<file path="src/rtl/rx_avail_pkg.sv">
package rx_avail_pkg;
  // Availability rule: watermark reached, or any stored marker when not ignored.
  function automatic logic avail_calc(input logic [31:0] occ,
                                      input logic [31:0] eofc,
                                      input logic [31:0] wmark,
                                      input logic        ign);
    return (occ >= wmark) || (!ign && (eofc != 32'd0));
  endfunction
endpackage

</file>
<file path="src/rtl/rx_avail_cfg.sv">
module rx_avail_cfg #(
  parameter int OCC_W  = 16,
  parameter int BASE_W = 3
) (
  input  logic              clk,
  input  logic              rst_n,
  input  logic              we_i,
  input  logic              eof_ign_i,
  input  logic              direct_i,
  input  logic              shared_i,
  input  logic [BASE_W-1:0] base_i,
  input  logic [OCC_W-1:0]  wmark_i,
  output logic              eof_ign_q,
  output logic              direct_q,
  output logic              shared_q,
  output logic [BASE_W-1:0] base_q,
  output logic [OCC_W-1:0]  wmark_q
);
  always_ff @(posedge clk or negedge rst_n) begin
    if (!rst_n) begin
      eof_ign_q <= 1'b0;
      direct_q  <= 1'b1;
      shared_q  <= 1'b0;
      base_q    <= '0;
      wmark_q   <= '1;
    end else if (we_i) begin
      eof_ign_q <= eof_ign_i;
      direct_q  <= direct_i;
      shared_q  <= shared_i;
      base_q    <= base_i;
      wmark_q   <= wmark_i;
    end
  end
endmodule

</file>
<file path="src/rtl/rx_avail_chan.sv">
module rx_avail_chan #(
  parameter int OCC_W = 16,
  parameter int EOF_W = 6
) (
  input  logic             clk,
  input  logic             rst_n,
  input  logic [OCC_W-1:0] occ_i,
  input  logic [EOF_W-1:0] eofc_i,
  input  logic [OCC_W-1:0] wmark_i,
  input  logic             ign_i,
  output logic             flag_q
);
  import rx_avail_pkg::*;

  logic flag_d;
  assign flag_d = avail_calc(32'(occ_i), 32'(eofc_i), 32'(wmark_i), ign_i);

  always_ff @(posedge clk or negedge rst_n) begin
    if (!rst_n) flag_q <= 1'b0;
    else        flag_q <= flag_d;
  end

  p_eof_flag_r2: assert property (@(posedge clk) disable iff (!rst_n)
    (eofc_i != '0 && !ign_i) |=> flag_q);
  p_wm_flag_r3: assert property (@(posedge clk) disable iff (!rst_n)
    (occ_i >= wmark_i) |=> flag_q);
  p_ign_r4: assert property (@(posedge clk) disable iff (!rst_n)
    (ign_i && occ_i < wmark_i) |=> !flag_q);
endmodule

</file>
<file path="src/rtl/rx_avail_poll.sv">
module rx_avail_poll #(
  parameter int BASE_W = 3
) (
  input  logic              clk,
  input  logic              rst_n,
  input  logic [BASE_W-1:0] dev_addr_i,
  input  logic [BASE_W-1:0] base_i,
  input  logic              l3_i,
  output logic              hit_o,
  output logic              match_o
);
  logic m1_q, m2_q;

  assign hit_o = (dev_addr_i == base_i);

  always_ff @(posedge clk or negedge rst_n) begin
    if (!rst_n) begin
      m1_q <= 1'b0;
      m2_q <= 1'b0;
    end else begin
      m1_q <= hit_o;
      m2_q <= m1_q;
    end
  end

  generate
    if (1) begin : g_sel
      assign match_o = l3_i ? m2_q : m1_q;
    end
  endgenerate

  p_l2_lat_r6: assert property (@(posedge clk) disable iff (!rst_n)
    (!l3_i && hit_o) |=> (l3_i || match_o));
  p_l2_miss_r6: assert property (@(posedge clk) disable iff (!rst_n)
    (!l3_i && !hit_o) |=> (l3_i || !match_o));
  p_l3_lat_r7: assert property (@(posedge clk) disable iff (!rst_n)
    (l3_i && hit_o) |=> ##1 (!l3_i || match_o));
endmodule

</file>
<file path="src/rtl/rx_avail_flags.sv">
module rx_avail_flags #(
  parameter int N_CH   = 4,
  parameter int OCC_W  = 16,
  parameter int EOF_W  = 6,
  parameter int BASE_W = 3,
  localparam int CH_W   = $clog2(N_CH),
  localparam int ADDR_W = BASE_W + CH_W
) (
  input  logic                  clk,
  input  logic                  rst_n,
  input  logic                  cfg_we_i,
  input  logic                  cfg_eof_ign_i,
  input  logic                  cfg_direct_i,
  input  logic                  cfg_shared_i,
  input  logic [BASE_W-1:0]     cfg_base_i,
  input  logic [OCC_W-1:0]      cfg_wmark_i,
  input  logic                  bus_l3_i,
  input  logic [N_CH*OCC_W-1:0] occ_i,
  input  logic [N_CH*EOF_W-1:0] eofcnt_i,
  input  logic [ADDR_W-1:0]     rx_addr_i,
  input  logic                  rx_sel_i,
  output logic [N_CH-1:0]       avail_o,
  output logic                  avail_oe_o,
  output logic                  dat_oe_o,
  output logic                  sop_oe_o,
  output logic                  prty_oe_o,
  output logic                  pfa_o,
  output logic                  pfa_oe_o
);
  logic              eof_ign_q, direct_q, shared_q;
  logic [BASE_W-1:0] base_q;
  logic [OCC_W-1:0]  wmark_q;
  logic              addr_hit, poll_match, bus_grant;

  rx_avail_cfg #(.OCC_W(OCC_W), .BASE_W(BASE_W)) u_cfg (
    .clk(clk), .rst_n(rst_n), .we_i(cfg_we_i),
    .eof_ign_i(cfg_eof_ign_i), .direct_i(cfg_direct_i), .shared_i(cfg_shared_i),
    .base_i(cfg_base_i), .wmark_i(cfg_wmark_i),
    .eof_ign_q(eof_ign_q), .direct_q(direct_q), .shared_q(shared_q),
    .base_q(base_q), .wmark_q(wmark_q)
  );

  for (genvar c = 0; c < N_CH; c++) begin : g_ch
    rx_avail_chan #(.OCC_W(OCC_W), .EOF_W(EOF_W)) u_chan (
      .clk(clk), .rst_n(rst_n),
      .occ_i(occ_i[c*OCC_W +: OCC_W]),
      .eofc_i(eofcnt_i[c*EOF_W +: EOF_W]),
      .wmark_i(wmark_q), .ign_i(eof_ign_q),
      .flag_q(avail_o[c])
    );
  end

  rx_avail_poll #(.BASE_W(BASE_W)) u_poll (
    .clk(clk), .rst_n(rst_n),
    .dev_addr_i(rx_addr_i[ADDR_W-1:CH_W]), .base_i(base_q),
    .l3_i(bus_l3_i), .hit_o(addr_hit), .match_o(poll_match)
  );

  assign bus_grant  = !shared_q || rx_sel_i;
  assign dat_oe_o   = bus_grant;
  assign sop_oe_o   = bus_grant;
  assign prty_oe_o  = bus_grant;
  assign avail_oe_o = (direct_q || poll_match) && bus_grant;
  assign pfa_o      = avail_o[rx_addr_i[CH_W-1:0]];
  assign pfa_oe_o   = !shared_q || addr_hit;

  p_direct_oe_r5: assert property (@(posedge clk) disable iff (!rst_n)
    (direct_q && !shared_q) |-> avail_oe_o);
  p_shared_oe_r8: assert property (@(posedge clk) disable iff (!rst_n)
    (shared_q && !rx_sel_i) |-> !(dat_oe_o || sop_oe_o || prty_oe_o || avail_oe_o));
  p_single_oe_r10: assert property (@(posedge clk) disable iff (!rst_n)
    !shared_q |-> (dat_oe_o && sop_oe_o && prty_oe_o && pfa_oe_o));
  p_pfa_sel_r9: assert property (@(posedge clk) disable iff (!rst_n)
    pfa_o == avail_o[rx_addr_i[CH_W-1:0]]);
endmodule

</file>
<file path="config.mk">
export PLATFORM = sky130hd
export DESIGN_NAME = rx_avail_flags
export DESIGN_NICKNAME = d
export VERILOG_FILES = /design/src/rtl/rx_avail_pkg.sv /design/src/rtl/rx_avail_cfg.sv /design/src/rtl/rx_avail_chan.sv /design/src/rtl/rx_avail_poll.sv /design/src/rtl/rx_avail_flags.sv
export SDC_FILE = /design/constraint.sdc
export NUM_CORES = 1
export LEC_CHECK = 0
export BUFFER_PORTS_ARGS = -buffer_cell sky130_fd_sc_hd__clkbuf_2
export CORE_UTILIZATION = 32
export DETAILED_ROUTE_END_ITERATION = 10
export PLACE_DENSITY = 0.71
export SLEW_MARGIN = 20
export SYNTH_ARGS = -nofsm -noshare
export SYNTH_HDL_FRONTEND = slang
export SYNTH_SLANG_ARGS = --single-unit
</file>
<file path="constraint.sdc">
create_clock -name clk -period 2.6 [get_ports clk]
set_input_delay 0.26 -clock clk [delete_from_list [all_inputs] [get_ports clk]]
set_output_delay 0.26 -clock clk [all_outputs]
set_load 0.05 [all_outputs]
</file>
Yosys cells after proc, flatten, opt, wreduce, memory -nomap -nowiden:

Index checks and enable logic that the tools add are counted.

* bits in registers: 28
* input port bits: 120
* output and inout bits: 10

* $lt $le $gt $ge: 5
* equal/unequal tests: 1
* multiplexer cells: 3
* reductions and logical operators: 18

Operator list (count)
* 16-bit greater-or-equal comparator: 4
* 6-bit nonzero test: 4
* 1-bit logical OR: 7
* 1-bit logical AND: 5
* 3-bit equality test: 1
* 2-bit by 3-bit < comparator with 1-bit output (second input constant): 1
* 1-bit binary-select mux with 2-bit select: 1
* 1-bit zero test: 2
* 1-bit 2-to-1 mux: 2

Depth between registers and ports, before layout:

Gate-level depths: netlist of the first run.

* word-level depth: 3
* gate-level depth with buffers: 7
* mapped depth without buffers: 7

By module:

From an unflattened synthesis of the first run, not the netlist that was laid out.

* cell total of the unflattened synthesis: 292
* area, all modules: 2736.4 um^2

Modules (own cells, without submodules)
* rx_avail_chan at g_ch[0].u_chan ...: instances 3, cells each 58, area an instance 431.7 um^2
* rx_avail_cfg: instances 1, cells each 46, area an instance 842.1 um^2
* rx_avail_chan at g_ch[1].u_chan: instances 1, cells each 59, area an instance 444.2 um^2
* rx_avail_poll: instances 1, cells each 7, area an instance 97.6 um^2
* rx_avail_flags: instances 1, cells each 6, area an instance 57.6 um^2

Worst setup path after synthesis of the first run:

Ideal clock, no wire load.

* path kind: reg-to-reg
* start point: register u_cfg.wmark_q[2]
* end point: register g_ch[1].u_chan.flag_q
* setup time: 0.129 ns
* arrival time: 1.648 ns
* required time: 2.471 ns
* slack: 0.824 ns
* cell stages (with the launch flop): 8
* path buffers: 0
* cells stage by stage: dfstp_2 inv_1 ha_1 a211o_1 a31oi_1 o41ai_1 a221oi_1 o21ai_1

* word-level cells in the longest chain between the ends: 2

RTL lines
* from (decl): line rx_avail_cfg.sv:17 `output logic [OCC_W-1:0] wmark_q`
* from (signal assigned): line rx_avail_cfg.sv:31 `wmark_q <= wmark_i;`
* 16-bit greater-or-equal comparator: line rx_avail_pkg.sv:7 `return (occ >= wmark) || (!ign && (eofc != 32'd0));`
* 1-bit logical OR: line rx_avail_pkg.sv:7
* net g_ch[1].u_chan.flag_d: line rx_avail_chan.sv:15 `logic flag_d;`
* to (signal assigned): line rx_avail_chan.sv:20 `else flag_q <= flag_d;`
* to (decl): line rx_avail_chan.sv:11 `output logic flag_q`

The timed path passes the listed nets, and every way through them passes these cells.
A chain may end at the register's enable or synchronous reset.

Final worst setup path of the first run:

* start point: register u_cfg.wmark_q[2]
* end point: register g_ch[2].u_chan.flag_q

* word-level cells in the longest chain between the ends: 2

RTL lines (line)
* 16-bit greater-or-equal comparator: rx_avail_pkg.sv:7
* 1-bit logical OR: rx_avail_pkg.sv:7
* net g_ch[2].u_chan.flag_d: rx_avail_chan.sv:15
* to (signal assigned): rx_avail_chan.sv:20
* to (decl): rx_avail_chan.sv:11

The timed path passes the listed nets, and every way through them passes these cells.

==> results_dict.tcl, run 1 <==
set metrics [dict create \
    timing.rr.end "g_ch[2].u_chan.flag_q" \
    critPathTopFamily "compound AO/OA/AOI/OAI gates" \
    synth-edff-count 0 \
    syn-num-nets 443 \
    final_nets 567 \
    worst_pin_slew_ps 741.7 \
    crit_path_end_kind "flop" \
    ctsHoldBuffers 0 \
    hp-class "in -> async" \
    core_um2 7687 \
    yosys.area.top_type_share 0.3171 \
    track_usage 0.1581 \
    cts_buffers 3 \
    synth.area.top_cells "sky130_fd_sc_hd__ha_1 32%, sky130_fd_sc_hd__dfstp_2 18%, sky130_fd_sc_hd__dfrtp_1 11%, sky130_fd_sc_hd__a21o_1 3.6%, sky130_fd_sc_hd__mux2_2 3.6%" \
    placed_cell_area_um2 3237 \
    report.final.setup_viol 0 \
    clock_sink_count 28 \
    slowest_stage "sky130_fd_sc_hd__o41ai_1" \
    gp_congestion 0.8384 \
    drive_above_1_share 0.4241 \
    n_antenna_cell 0 \
    area_occupied_by_multi_input_gates_um2 1667 \
    die_width_um 90.83 \
    async_flop_share 1.000 \
    antenna_left 0 \
    die_area_um2 8249 \
    place.detailed.hpwl_mm 5.685 \
    finalMaxSlewViolations 0 \
    ctsResizeCount 0 \
    final.setup_skew_ps 5.666 \
    leakage_nw 1.796 \
    synth_cells 259 \
    grt_setup_unrepaired "no" \
    dr.first_iter.drc_count 43 \
    initial_core_util 0.3285 \
    post_synth_num_cell_types 35 \
    fmax_mhz 459.0 \
    cts_tree "built" \
    drc 0 \
    grt_first_pass_wirelength_mm 10.43 \
    flow.area_growth_from_synthesis_pct 31.02 \
    outcome "completed" \
    timing.final.crit_share 0.8379 \
    clock_insertion_delay_worst_skew_ps 270 \
    arrival_ps 2370 \
    io_pins 130 \
    htree_num_levels 1 \
    worstPathBufferInverterCount 1 \
    synth_area_leader_cell "sky130_fd_sc_hd__ha_1" \
    timing.critical_path.from_type "flop" \
    crit_chain "inv_1, ha_1, a211o_1, a31oi_1, o41ai_1, a221oi_1, o21ai_1" \
    synth-main-ff-cell "sky130_fd_sc_hd__dfstp_2" \
    setup_tns_final_ps 0 \
    grt_max_degree 38 \
    cts_post_setup_buffers_inserted 0 \
    total_via_count_after_detailed_routing 2347 \
    finalInstanceArea_um2 3308 \
    postSynthRegisterBits 28 \
    synth_sequential_area_ratio 0.2859 \
    floorplan.die.height_um 90.83 \
    fillers 773 \
    worstRegToRegCells 7 \
    detail_route.vias_per_cell 4.849 \
    cts_max_path_buffers 2 \
    worst-r2r-setup-slack_ps 420 \
    postLayoutCoreUtil 0.4303 \
    crit-reg2reg-launch "u_cfg.wmark_q[2]" \
    synth_area_um2 2525 \
    maxCapViolCount 0 \
    wire_length_reported_by_the_detailed_router_mm 6.571 \
    wire_per_inst_um 13.58 \
    vdd_ir_drop_max_mv 0.2428 \
    final_hold_violating_endpoints 0 \
    timing.critical_path.required_ps 2790 \
    cts.root.buffer_cell "sky130_fd_sc_hd__clkbuf_8" \
    power_density_nw_per_um2 432.6 \
    crit_path_max_fanout 5 \
    clk_transition_reported_paths_ps 100 \
    rows 32 \
    grt_antenna_before_repair 0 \
    seqCellArea_um2 721.9 \
    grt_pass1_vias 2334 \
    portBuffers 129 \
    yosys_warns 0 \
    drt-pass1-iter-count 6 \
    cpPeakStageDelay_ps 580 \
    criticalPathCategory "reg -> reg" \
    overflow 0 \
    worst_slew_margin_rel 0.5055 \
    layout_min_cycle_time_ps 2178 \
    avgSynthCellArea_um2 9.749 \
]
==> stage by stage <==
stage	hold slack [ps]	setup slack, ps	std cells	total power, mW
floorplan	-35.59	823.5	259	0.9001
detailed placement	355.0	440.9	480	1.097
global placement	349.3	508.7	480	1.078
CTS	44.65	414.5	484	1.455
global route	67.66	375.8	484	1.546
finish	30.26	421.5	484	1.431
==> layer usage <==
layer / part of all wire / vias up / GRT usage
met5: 0 / - / 0
met4: 0.014 / 0 / 0.02249
met3: 0.051 / 8 / 0.02441
met2: 0.49 / 87 / 0.2841
met1: 0.45 / 1046 / 0.2028
li1: - / 1206 / -
==> layout make-up <==
cell class,count,area share
clock inverter,1,0.009077
multi-input combinational,201,0.5038
tap,102,0.03858
sequential,28,0.2182
inverter,20,0.02269
clock buffer,3,0.01248
timing repair buffer,129,0.1952
==> placed cells by master (no fill, tap or decap), drive strengths merged, types with 4 or more instances in the layout <==
cell / Yosys / routed
clkbuf: 3 / 132
ha: 64 / 64
nand2: 22 / 22
o21ai: 22 / 22
inv: 20 / 20
dfstp: 17 / 17
a21oi: 14 / 14
a21o: 13 / 13
dfrtp: 11 / 11
nor2: 8 / 8
mux2: 8 / 8
nand4: 6 / 6
nand2b: 5 / 5
a211oi: 4 / 4
nor4: 4 / 4
o21a: 4 / 4
==> sequential cells by signal, summed over array words and instances (netlist names) <==
signal / flops
u_cfg.wmark_q: 16
g_ch.u_chan.flag_q: 4
u_cfg.base_q: 3
u_cfg.direct_q: 1
u_cfg.eof_ign_q: 1
u_cfg.shared_q: 1
u_poll.m1_q: 1
u_poll.m2_q: 1
==> synthesized netlist by cell type (2+ instances only) <==
cell type	number
sky130_fd_sc_hd__a211o_1	3
sky130_fd_sc_hd__a211oi_1	4
sky130_fd_sc_hd__a21o_1	12
sky130_fd_sc_hd__a21oi_1	14
sky130_fd_sc_hd__a221oi_1	3
sky130_fd_sc_hd__a31oi_1	3
sky130_fd_sc_hd__and4_1	2
sky130_fd_sc_hd__buf_4	6
sky130_fd_sc_hd__clkbuf_1	3
sky130_fd_sc_hd__dfrtp_1	11
sky130_fd_sc_hd__dfstp_2	17
sky130_fd_sc_hd__ha_1	64
sky130_fd_sc_hd__inv_1	20
sky130_fd_sc_hd__mux2_2	8
sky130_fd_sc_hd__nand2_1	22
sky130_fd_sc_hd__nand2b_1	5
sky130_fd_sc_hd__nand4_1	6
sky130_fd_sc_hd__nor2_1	8
sky130_fd_sc_hd__nor3_1	3
sky130_fd_sc_hd__nor4_1	4
sky130_fd_sc_hd__o21a_1	3
sky130_fd_sc_hd__o21ai_0	17
sky130_fd_sc_hd__o21ai_1	5
sky130_fd_sc_hd__o41ai_1	3
sky130_fd_sc_hd__xor2_1	3
==> where the power goes <==
group | switching (mW) | internal (mW) | total [mW]
sequential | 0.0235 | 0.497 | 0.520
clock | 0.141 | 0.206 | 0.347
combinational | 0.317 | 0.247 | 0.564
total | 0.481 | 0.950 | 1.43
==> logic make-up after synthesis <==
logic type,share of synthesized area
AO/OA/AOI/OAI,0.1824
adder cells (fa/ha/maj),0.3171
AND/OR/NAND/NOR,0.1056
buffers and inverters,0.05401
flip-flops,0.2859
multiplexers,0.04460
XOR/XNOR,0.01041
==> worst max-delay path by stage <==
stage / cells past startpoint / start / endpoint
after CTS: 7 / u_cfg.wmark_q[2] / g_ch[2].u_chan.flag_q
after floorplan: 7 / u_cfg.wmark_q[2] / g_ch[1].u_chan.flag_q
after detailed placement: 7 / u_cfg.wmark_q[2] / g_ch[2].u_chan.flag_q
final: 7 / u_cfg.wmark_q[2] / g_ch[2].u_chan.flag_q
after global routing: 7 / u_cfg.wmark_q[2] / g_ch[2].u_chan.flag_q
after global placement: 7 / u_cfg.wmark_q[2] / g_ch[2].u_chan.flag_q
No activity file was read; power rests on OpenSTA's default activity.
==> inputs of run 2 (changes only) <==
Clock period 2.6 ns to 2.19 ns, I/O delays scaled along.
==> results_dict.tcl, run 2 (synthesis results as in run 1) <==
set metrics [dict create \
    outcome "completed" \
    die_width_um 90.83 \
    worst_slew_margin_rel 0.5099 \
    worst_pin_slew_ps 735.2 \
    clock_insertion_delay_worst_skew_ps 280 \
    clk_transition_reported_paths_ps 110 \
    final_nets 570 \
    vdd_ir_drop_max_mv 0.3482 \
    n_antenna_cell 0 \
    mostFrequentLayoutCells "129 x sky130_fd_sc_hd__clkbuf_2, 64 x sky130_fd_sc_hd__ha_1, 22 x sky130_fd_sc_hd__nand2_1" \
    htree_num_levels 1 \
    grt_antenna_before_repair 0 \
    initial_core_util 0.3285 \
    drive_above_1_share 0.4312 \
    die_area_um2 8249 \
    core_um2 7687 \
    hp-class "in -> reg" \
    gp_congestion 0.7895 \
    timing.critical_path.required_ps 2350 \
    report.final.setup_viol 0 \
    grt_max_degree 29 \
    clock_sink_count 28 \
    detail_route.vias_per_cell 4.815 \
    cts_tree "built" \
    setup_tns_final_ps 0 \
    arrival_ps 2190 \
    dr.first_iter.drc_count 49 \
    cts_buffers 3 \
    total_via_count_after_detailed_routing 2345 \
    track_usage 0.1617 \
    wire_length_reported_by_the_detailed_router_mm 6.577 \
    final_hold_violating_endpoints 0 \
    crit_end "g_ch[2].u_chan.flag_q" \
    layout_top_registers "u_cfg.wmark_q x16, g_ch.u_chan.flag_q x4, u_cfg.base_q x3" \
    timing.critical_path.from_type "flop" \
    io_pins 130 \
    overflow 0 \
    largest-register "u_cfg.wmark_q" \
    number_of_flip_flops_under_the_largest_register_name 16 \
    wire_per_inst_um 13.51 \
    cts.root.buffer_cell "sky130_fd_sc_hd__clkbuf_8" \
    maxCapViolCount 0 \
    slowest_stage "sky130_fd_sc_hd__dfstp_2" \
    drt-pass1-iter-count 5 \
    crit-reg2reg-launch "u_cfg.wmark_q[2]" \
    fillers 748 \
    timing.rr.end "g_ch[2].u_chan.flag_q" \
    floorplan.die.height_um 90.83 \
    critPathLaunch "u_cfg.wmark_q[2]" \
    final.setup_skew_ps 10.89 \
    grt_first_pass_wirelength_mm 10.73 \
    antenna_left 0 \
    power_density_nw_per_um2 513.9 \
    commonest_non_fill_non_tap_cell_in_the_layout "sky130_fd_sc_hd__clkbuf_2" \
    grt_pass1_vias 2360 \
    cts_max_path_buffers 2 \
    timing.final.crit_share 0.9305 \
    portBuffers 129 \
    crit_chain "inv_1, ha_1, a211o_1, a31oi_1, o41ai_2, a221oi_2, o21ai_1" \
    worst-r2r-setup-slack_ps 150 \
    leakage_nw 1.815 \
    cpPeakStageDelay_ps 540 \
    flow.area_growth_from_synthesis_pct 32.56 \
    worstRegToRegCells 7 \
    rows 32 \
    place.detailed.hpwl_mm 5.699 \
    holdWs_ps 131.0 \
    crit_path_end_kind "flop" \
    crit_path_max_fanout 5 \
    criticalPathCategory "reg -> reg" \
    drc 0 \
    fmax_mhz 490.7 \
    cts_post_setup_buffers_inserted 0 \
    grt_setup_unrepaired "no" \
    finalMaxSlewViolations 0 \
    layout_min_cycle_time_ps 2038 \
]
## run 2: how the worst min path moves through the flow
stage | startpoint | end | slack, ps | cells past startpoint
after floorplan | rst_n | g_ch[0].u_chan.flag_q | -80 | 0
after global placement | rst_n | g_ch[1].u_chan.flag_q | 310 | 1
after detailed placement | rst_n | g_ch[3].u_chan.flag_q | 320 | 1
after CTS | cfg_wmark_i[4] | u_cfg.wmark_q[4] | 120 | 3
after global routing | cfg_wmark_i[4] | u_cfg.wmark_q[4] | 140 | 3
final | cfg_wmark_i[8] | u_cfg.wmark_q[8] | 130 | 3
## run 2: what timing repair did
item,4_1_cts,5_1_grt
resized for setup,0,2
hold endpoints to repair,7,0
endpoints found under the setup margin,0,1
hold buffers,1,0
## run 2: stage by stage
| stage | worst slack, ps | cells | cell area, um2 | util | total power, mW |
|---|---|---|---|---|---|
| after CTS | 45.36 | 487 | 3333 | 0.4336 | 1.743 |
| after global routing | 29.41 | 487 | 3347 | 0.4354 | 1.851 |
| final | 152.3 | 487 | 3347 | 0.4354 | 1.720 |
| after detailed placement | 88.86 | 482 | 3252 | 0.4230 | 1.308 |
| after global placement | 122.1 | 482 | 3252 | 0.4230 | 1.282 |
| after floorplan | 413.5 | 259 | 2525 | - | 1.069 |
## run 2: power breakdown
part | switching [mW] | total (mW) | leakage (nW) | internal [mW]
Combinational | 0.380 | 0.683 | 1.47 | 0.303
Clock | 0.174 | 0.419 | 0.0357 | 0.245
Sequential | 0.0276 | 0.618 | 0.305 | 0.590
## run 2: cell type report
class / instances / area [um2] / share of cell area
inverter: 20 / 75.07 / 0.02243
timing repair buffer: 132 / 670.6 / 0.2004
sequential: 28 / 721.9 / 0.2157
tap: 102 / 127.6 / 0.03813
clock inverter: 1 / 30.03 / 0.008972
multi-input combinational: 201 / 1680 / 0.5021
clock buffer: 3 / 41.29 / 0.01234
## run 2: worst max-delay path: cells and delay by family, from the launching register on
family          cells  cell delay [ps]
fa+ha+maj           1              310
compound gates      5              980
flops               1              540
buf+inv             1               80
## run 2: routing by layer
layer | vias up | routed length, um | GRT usage
li1 | 1211 | - | -
met3 | 6 | 344 | 0.03283
met5 | - | 0 | 0
met1 | 1055 | 2823 | 0.1965
met2 | 73 | 3356 | 0.3005
met4 | 0 | 53 | 0.01852
